`src/rtl/uaf_pkg.sv`:
```
package uaf_pkg;

    typedef enum logic [1:0] {
        FK_OPEN = 2'd0,
        FK_ADDR = 2'd1,
        FK_DATA = 2'd2,
        FK_BAD  = 2'd3
    } frame_kind_e;

    typedef struct packed {
        logic irq;
        logic sel_load;
        logic sel_val;
    } verdict_t;

    function automatic frame_kind_e classify(input logic mp_en,
                                             input logic nine_mode,
                                             input logic extra_bit);
        frame_kind_e k;
        if (!mp_en)
            k = FK_OPEN;
        else if (nine_mode)
            k = extra_bit ? FK_ADDR : FK_DATA;
        else
            k = extra_bit ? FK_ADDR : FK_BAD;
        return k;
    endfunction

    function automatic verdict_t decide(input frame_kind_e kind,
                                        input logic hit,
                                        input logic sel_now);
        verdict_t v;
        v = '0;
        unique case (kind)
            FK_OPEN: v.irq = 1'b1;
            FK_ADDR: begin
                v.irq      = hit;
                v.sel_load = 1'b1;
                v.sel_val  = hit;
            end
            FK_DATA: v.irq = sel_now;
            default: v = '0;
        endcase
        return v;
    endfunction

endpackage

```
`src/rtl/uaf_addr_match.sv`:
```
module uaf_addr_match #(
    parameter int DW = 8
) (
    input  logic [DW-1:0] rx,
    input  logic [DW-1:0] addr,
    input  logic [DW-1:0] mask,
    output logic          given_hit,
    output logic          bcast_hit
);
    logic [DW-1:0] bcast_pat;
    logic [DW-1:0] given_ok;
    logic [DW-1:0] bcast_ok;

    assign bcast_pat = addr | mask;

    for (genvar i = 0; i < DW; i++) begin : g_bit
        assign given_ok[i] = ~mask[i] | ~(rx[i] ^ addr[i]);
        assign bcast_ok[i] = ~bcast_pat[i] | rx[i];
    end

    assign given_hit = &given_ok;
    assign bcast_hit = &bcast_ok;
endmodule

```
`src/rtl/uaf_select_reg.sv`:
```
module uaf_select_reg
    import uaf_pkg::*;
(
    input  logic     clk,
    input  logic     rst,
    input  logic     frm_valid,
    input  verdict_t verdict,
    output logic     sel_q,
    output logic     irq_q
);
    always_ff @(posedge clk) begin
        if (rst) begin
            sel_q <= 1'b0;
            irq_q <= 1'b0;
        end else begin
            irq_q <= frm_valid & verdict.irq;
            if (frm_valid && verdict.sel_load)
                sel_q <= verdict.sel_val;
        end
    end

    p_pulse_only_on_strobe_r9: assert property (@(posedge clk) disable iff (rst)
        !frm_valid |=> !irq_q)
        else $error("R9 irq without strobe");

    p_sel_held_r7: assert property (@(posedge clk) disable iff (rst)
        !(frm_valid && verdict.sel_load) |=> $stable(sel_q))
        else $error("R7 selection changed without address frame");
endmodule

```
`src/rtl/uaf_addr_filter.sv`:
```
module uaf_addr_filter
    import uaf_pkg::*;
#(
    parameter int DW = 8
) (
    input  logic          clk,
    input  logic          rst,
    input  logic          frm_valid,
    input  logic [DW-1:0] rx_byte,
    input  logic          rx_bit9,
    input  logic          nine_mode,
    input  logic          mp_en,
    input  logic [DW-1:0] node_addr,
    input  logic [DW-1:0] node_mask,
    output logic          rx_irq,
    output logic          match_out
);
    logic        given_hit;
    logic        bcast_hit;
    logic        sel_q;
    frame_kind_e kind;
    verdict_t    verdict;

    uaf_addr_match #(.DW(DW)) u_match (
        .rx        (rx_byte),
        .addr      (node_addr),
        .mask      (node_mask),
        .given_hit (given_hit),
        .bcast_hit (bcast_hit)
    );

    always_comb begin
        kind    = classify(mp_en, nine_mode, rx_bit9);
        verdict = decide(kind, given_hit | bcast_hit, sel_q);
    end

    uaf_select_reg u_sel (
        .clk       (clk),
        .rst       (rst),
        .frm_valid (frm_valid),
        .verdict   (verdict),
        .sel_q     (sel_q),
        .irq_q     (rx_irq)
    );

    assign match_out = ~mp_en | sel_q;

    p_open_irq_r1: assert property (@(posedge clk) disable iff (rst)
        frm_valid && !mp_en |=> rx_irq)
        else $error("R1 open frame lost");

    p_open_match_r2: assert property (@(posedge clk) disable iff (rst)
        !mp_en |-> match_out)
        else $error("R2 match low while disabled");

    p_exact_mask_r3: assert property (@(posedge clk) disable iff (rst)
        (&node_mask) |-> (given_hit == (rx_byte == node_addr)))
        else $error("R3 full mask not exact");

    p_bcast_r4: assert property (@(posedge clk) disable iff (rst)
        ((rx_byte & (node_addr | node_mask)) == (node_addr | node_mask)) |-> bcast_hit)
        else $error("R4 broadcast missed");

    p_miss_r5: assert property (@(posedge clk) disable iff (rst)
        frm_valid && mp_en && rx_bit9 && !given_hit && !bcast_hit |=> !rx_irq && !sel_q)
        else $error("R5 miss accepted");

    p_data_gate_r6: assert property (@(posedge clk) disable iff (rst)
        frm_valid && mp_en && nine_mode && !rx_bit9 |=> rx_irq == $past(sel_q))
        else $error("R6 data gating wrong");

    p_bad_stop_r7: assert property (@(posedge clk) disable iff (rst)
        frm_valid && mp_en && !nine_mode && !rx_bit9 |=> !rx_irq)
        else $error("R7 bad stop accepted");

    p_zero_regs_r8: assert property (@(posedge clk) disable iff (rst)
        (node_addr == '0) && (node_mask == '0) |-> given_hit)
        else $error("R8 zero regs reject");

    p_rearm_r10: assert property (@(posedge clk) disable iff (rst)
        frm_valid && mp_en && rx_bit9 |=> sel_q == $past(given_hit | bcast_hit))
        else $error("R10 address frame did not re-decide");
endmodule

```
`config.mk`:
```
export PLATFORM = sky130hd
export DESIGN_NAME = uaf_addr_filter
export DESIGN_NICKNAME = d
export VERILOG_FILES = /design/src/rtl/uaf_pkg.sv /design/src/rtl/uaf_addr_match.sv /design/src/rtl/uaf_select_reg.sv /design/src/rtl/uaf_addr_filter.sv
export SDC_FILE = /design/constraint.sdc
export NUM_CORES = 1
export LEC_CHECK = 0
export BUFFER_PORTS_ARGS = -buffer_cell sky130_fd_sc_hd__buf_2
export CAP_MARGIN = 25
export CORE_AREA = 5 5 42 44
export DETAILED_ROUTE_END_ITERATION = 16
export DIE_AREA = 0 0 47 49
export GPL_ROUTABILITY_DRIVEN = 0
export SLEW_MARGIN = 20
export SYNTH_ARGS = -nofsm -noshare
export SYNTH_HDL_FRONTEND = slang
export SYNTH_SLANG_ARGS = --single-unit
```
`constraint.sdc`:
```
create_clock -name clk -period 3.1 [get_ports clk]
set_clock_uncertainty 0.1 [all_clocks]
set_input_delay 0.465 -clock clk [delete_from_list [all_inputs] [get_ports clk]]
set_output_delay 0.465 -clock clk [all_outputs]
set_load 0.005 [all_outputs]
```
==> flow_summary.ini, run 1 <==
[logic_synthesis]
synth-main-ff-cell = dfxtp_1
ys_async_sr_fraction = 0
synth_nets = 66
yosys-top-cells-area = xor2_1 (25%), dfxtp_1 (14%), a22oi_1 (11%)
yosysWarnings = 0
avgSynthCellArea_sq_um = 7.72
synth.most_common_cell = xor2_1
yosys.area.top_type = xor2_1
netlist_area_sq_um = 278
yosys.area.top_type_share = 0.252
synth_seq_cells = 2
synth_edf_count = 0
synth_cells = 36
yosys-top-cells-count = xor2_1 (8), nor2_1 (6), a22oi_1 (4)
yosysSeqAreaShare = 0.144
synth.distinct_cells = 16

[route]
via_count = 401
dr.pass1.iters = 4
ant_nets = 0
avgViaCountPerCell = 4.66
drtIter0Drc = 3
wl_um = 886
drcViolationCount = 0
wire_per_inst_um = 10.3

[global_routing]
overflow = 0
grt_pass1_wl_um = 1360
grt_antenna_before_repair = 0
grt_use_total = 0.0808
grt_max_degree = 5
grt_pass1_vias = 407

[timing]
relSlewSlack = 0.878
slew_violations = 0
finalHoldViolCount = 0
setup-tns-final_ps = 0
finalCritPeriodShare = 0.477
fmax_ghz = 0.676
rsz0062_at_grt = no
setup_ws_ps = 1620
worst_slew_pin_slew_ps = 183
period_needed_ps = 1480
setup_violations = 0

[worst_setup_path]
r2r_cells = 4
start_kind = input pin
ff2ff_setup_slack_ps = 2250
crit_type = input pin to register
reg2reg_to = u_sel.irq_q
worst-path-buf-inv = 1
critPathMaxStageDelay_ps = 420
crit_family = compound AO/OA/AOI/OAI gates
cp_num_cells = 5
path_cells = buf_2, o21bai_1, o2111ai_1, or3_1, a311oi_2
cpMaxStageDelayCell = or3_1
required_ps = 3140
rr_startpoint = u_sel.sel_q
endpoint = u_sel.sel_q
cp.arrival_ps = 1520
crit_path_end_kind = register
crit_start = node_addr[2]
worst-path-max-fanout = 2

[place]
pre_cts_slack_ps = 1380
dp_cells = 83
portBuffers = 31
post-dp-hpwl_um = 780

[die]
rows = 14
die_y_um = 49
start_util = 0.198
die_w_um = 47
io_pins = 32
dieArea_sq_um = 2300
design.core.area_sq_um = 1400

[clocking]
cts_tree = done
numCtsBuffers = 3
cts-resized-gates = 0
htree_levels = 1
cts_hold_buffers = 0
clock-sinks = 2
clock_latency_ps = 220
cts.path.max_buffers = 2
cts_root_buf = clkbuf_4
post_cts_buffers = 0
clkTransAtPathRegs_ps = 30

[cells_and_area]
final_cells = 86
insertedDiodeCount = 0
drive_gt1_frac = 0.500
fin_util = 0.339
fin_nets = 102
n_fill_cell = 167
area_growth_pct = 71.2

[power_and_ir_drop]
powerDensity_nw_per_um2 = 283
p_clk_frac = 0.425
p_switching_uw = 36.6
switching_share = 0.272
p_seq_frac = 0.207
p_comb_frac = 0.368
finalPower_uw = 134
p_int_uw = 97.8
ir_worst_vdd_mv = 0.101
leakage_uw = 0.000241

[worst_hold_path]
hold_class = input pin to register
min-delay-start = rst

[run_status]
run_status = finished clean

[run]
drv_cap = 0
## worst reg2reg max path: stages, from the launching register on
cell and delay [ps]:
dfxtp_1 330, nand2_1 60, nand3b_1 80, nand3b_1 80, a31oi_1 130
## placed cells by master (no fill, tap or decap), drive strengths merged, types with 2 or more instances in the layout
cell	instances
dfxtp	2
clkbuf	3
o21bai	3
buf	31
o22ai	2
nor2	6
nand3b	2
a22oi	4
xor2	8
## through the flow
| step | cell area, sq um | hold slack, ps |
|---|---|---|
| global placement | 453 | 430 |
| detailed placement | 453 | 438 |
| global route | 475 | 323 |
| CTS | 475 | 308 |
| finish | 475 | 321 |
| floorplan | 278 | 410 |
## worst min path at each step
stage	end	slack (ps)	cells after the start
floorplan	u_sel.sel_q	410	2
global placement	u_sel.sel_q	430	2
detailed placement	u_sel.sel_q	440	2
CTS	u_sel.sel_q	310	2
global route	u_sel.sel_q	320	2
finish	u_sel.sel_q	320	2
## sequential cells by signal, indices dropped and copies added, names as in the netlist
register     cells
u_sel.irq_q      1
u_sel.sel_q      1
## power by group through the flow
| stage | logic [uW] | clock network, uW | registers, uW |
|---|---|---|---|
| 3_5_place_dp | 49.7 | 0 | 28.2 |
| 6_report | 49.4 | 57.1 | 27.9 |
| 4_1_cts | 50.2 | 62.2 | 27.9 |
| 5_1_grt | 55.8 | 62.2 | 28.0 |
| 3_3_place_gp | 49.3 | 0 | 28.2 |
| 2_1_floorplan | 21.3 | 0 | 28.3 |
## final cells by class
class,instances,area [sq um],area share
clock buffer,3,22.5,0.0474
timing repair buffer,31,155,0.326
sequential,2,40.0,0.0842
tap,16,20.0,0.0421
multi-input combinational,34,238,0.500
## routing by layer
layer / up-vias / global-route usage / share of wire
met1: 171 / 0.0895 / 0.37
met4: 0 / 0.0829 / 0
met3: 0 / 0.00369 / 0.14
li1: 209 / - / -
met5: - / 0 / 0
met2: 21 / 0.124 / 0.49
## logic make-up (layout without fill, tap and decap cells)
group                  Yosys count  count (layout)  synth area share
buffers and inverters            0              34                 0
flip-flops                       2               2             0.144
AND/OR/NAND/NOR                 14              14             0.261
XOR/XNOR                         8               8             0.252
AO/OA/AOI/OAI                   12              12             0.342
Power figures use the tool's default switching activity.
==> run 2, diff against run 1 <==
Clock period 3.1 ns to 1.45 ns, I/O delays scaled along.
==> flow_summary.ini, run 2 (synthesis results as in run 1) <==
[run_status]
run_status = finished clean

[timing]
rsz0062_at_grt = no
relSlewSlack = 0.882
setup-tns-final_ps = 0
finalHoldViolCount = 0
setup_violations = 0
fmax_ghz = 0.804
period_needed_ps = 1240
worst_slew_pin_slew_ps = 177
finalCritPeriodShare = 0.858
slew_violations = 0

[die]
die_w_um = 47
io_pins = 32
die_y_um = 49
dieArea_sq_um = 2300
start_util = 0.198
rows = 14
design.core.area_sq_um = 1400

[cells_and_area]
largestRegisters = u_sel.irq_q (1), u_sel.sel_q (1)
regArea_sq_um = 40.0
area_growth_pct = 71.2
multi_input_area_sq_um = 238
drive_gt1_frac = 0.500
final_cell_mix = buf_2 (31), xor2_1 (8), nor2_1 (6)
insertedDiodeCount = 0
n_fill_cell = 162
final_cells = 86
final_common_cell = buf_2
fin_nets = 102
fin_util = 0.339

[power_and_ir_drop]
ir_worst_vdd_mv = 0.167
powerDensity_nw_per_um2 = 607
leakage_uw = 0.000241

[worst_setup_path]
start_kind = input pin
r2r_cells = 4
reg2reg_to = u_sel.irq_q
crit_type = input pin to register
rr_startpoint = u_sel.sel_q
cp.arrival_ps = 1280
required_ps = 1490
ff2ff_setup_slack_ps = 600
worst-path-max-fanout = 2
crit_path_end_kind = register

[clocking]
cts_hold_buffers = 0
numCtsBuffers = 3
cts.path.max_buffers = 2
clkTransAtPathRegs_ps = 30
clock-sinks = 2
htree_levels = 1
cts_root_buf = clkbuf_4
cts_tree = done
post_cts_buffers = 0
clock_latency_ps = 220
cts-resized-gates = 0

[worst_hold_path]
whs_path_depth = 2
min-delay-start = rst
hold_class = input pin to register
min_to = u_sel.sel_q

[route]
avgViaCountPerCell = 4.66
drcViolationCount = 0
wl_um = 910
wire_per_inst_um = 10.6
drtIter0Drc = 3
ant_nets = 0
via_count = 401
dr.pass1.iters = 4

[global_routing]
grt_max_degree = 5
grt_pass1_wl_um = 1360
grt_antenna_before_repair = 0
grt_use_total = 0.0801
overflow = 0
grt_pass1_vias = 400

[place]
portBuffers = 31
dp_cells = 83

[run]
drv_cap = 0
[run 2: cell counts in the layout (fill, tap and decap cells not counted)]
No cell type changed its count.
[run 2: worst max path at each step]
stage / from / endpoint / slack (ps) / cells after the start
floorplan: node_addr[6] / u_sel.sel_q / 180 / 4
global placement: node_addr[2] / u_sel.sel_q / -10 / 5
detailed placement: node_addr[2] / u_sel.sel_q / -30 / 5
CTS: node_addr[2] / u_sel.sel_q / 200 / 5
global route: node_addr[2] / u_sel.sel_q / 150 / 5
finish: node_addr[2] / u_sel.sel_q / 210 / 5
[run 2: through the flow]
step / power, uW / hold slack, ps / area, sq um / setup WS, ps
CTS: 298 / 66.1 / 475 / 198
global placement: 166 / 302 / 453 / -15.0
detailed placement: 167 / 306 / 453 / -34.5
finish: 289 / 72.9 / 475 / 206
global route: 312 / 76.8 / 475 / 154
floorplan: 106 / 185 / 278 / 184
[run 2: routing by layer]
metal  global-route usage  vias to the layer above  part of all wire
met2                0.122                       21              0.50
met4               0.0829                        0                 0
li1                     -                      206                 -
met5                    0                        -                 0
met1               0.0895                      174              0.37
met3              0.00369                        0              0.13
[run 2: cell type report]
cell class	count	area share
Tap cell	16	0.0421
Clock buffer	3	0.0474
Sequential cell	2	0.0842
Timing Repair Buffer	31	0.326
Multi-Input combinational cell	34	0.500
[run 2: worst max-delay path: stages]
cell	delay (ps)
buf_2	110
o21bai_1	160
o2111ai_1	120
or3_1	420
a311oi_2	260
[run 2: report_power, final]
group / internal, uW / leakage [uW] / switching, uW
sequential: 58.5 / 0.0000164 / 1.16
clock: 91.2 / 0.0000138 / 31.8
combinational: 59.4 / 0.000211 / 46.8
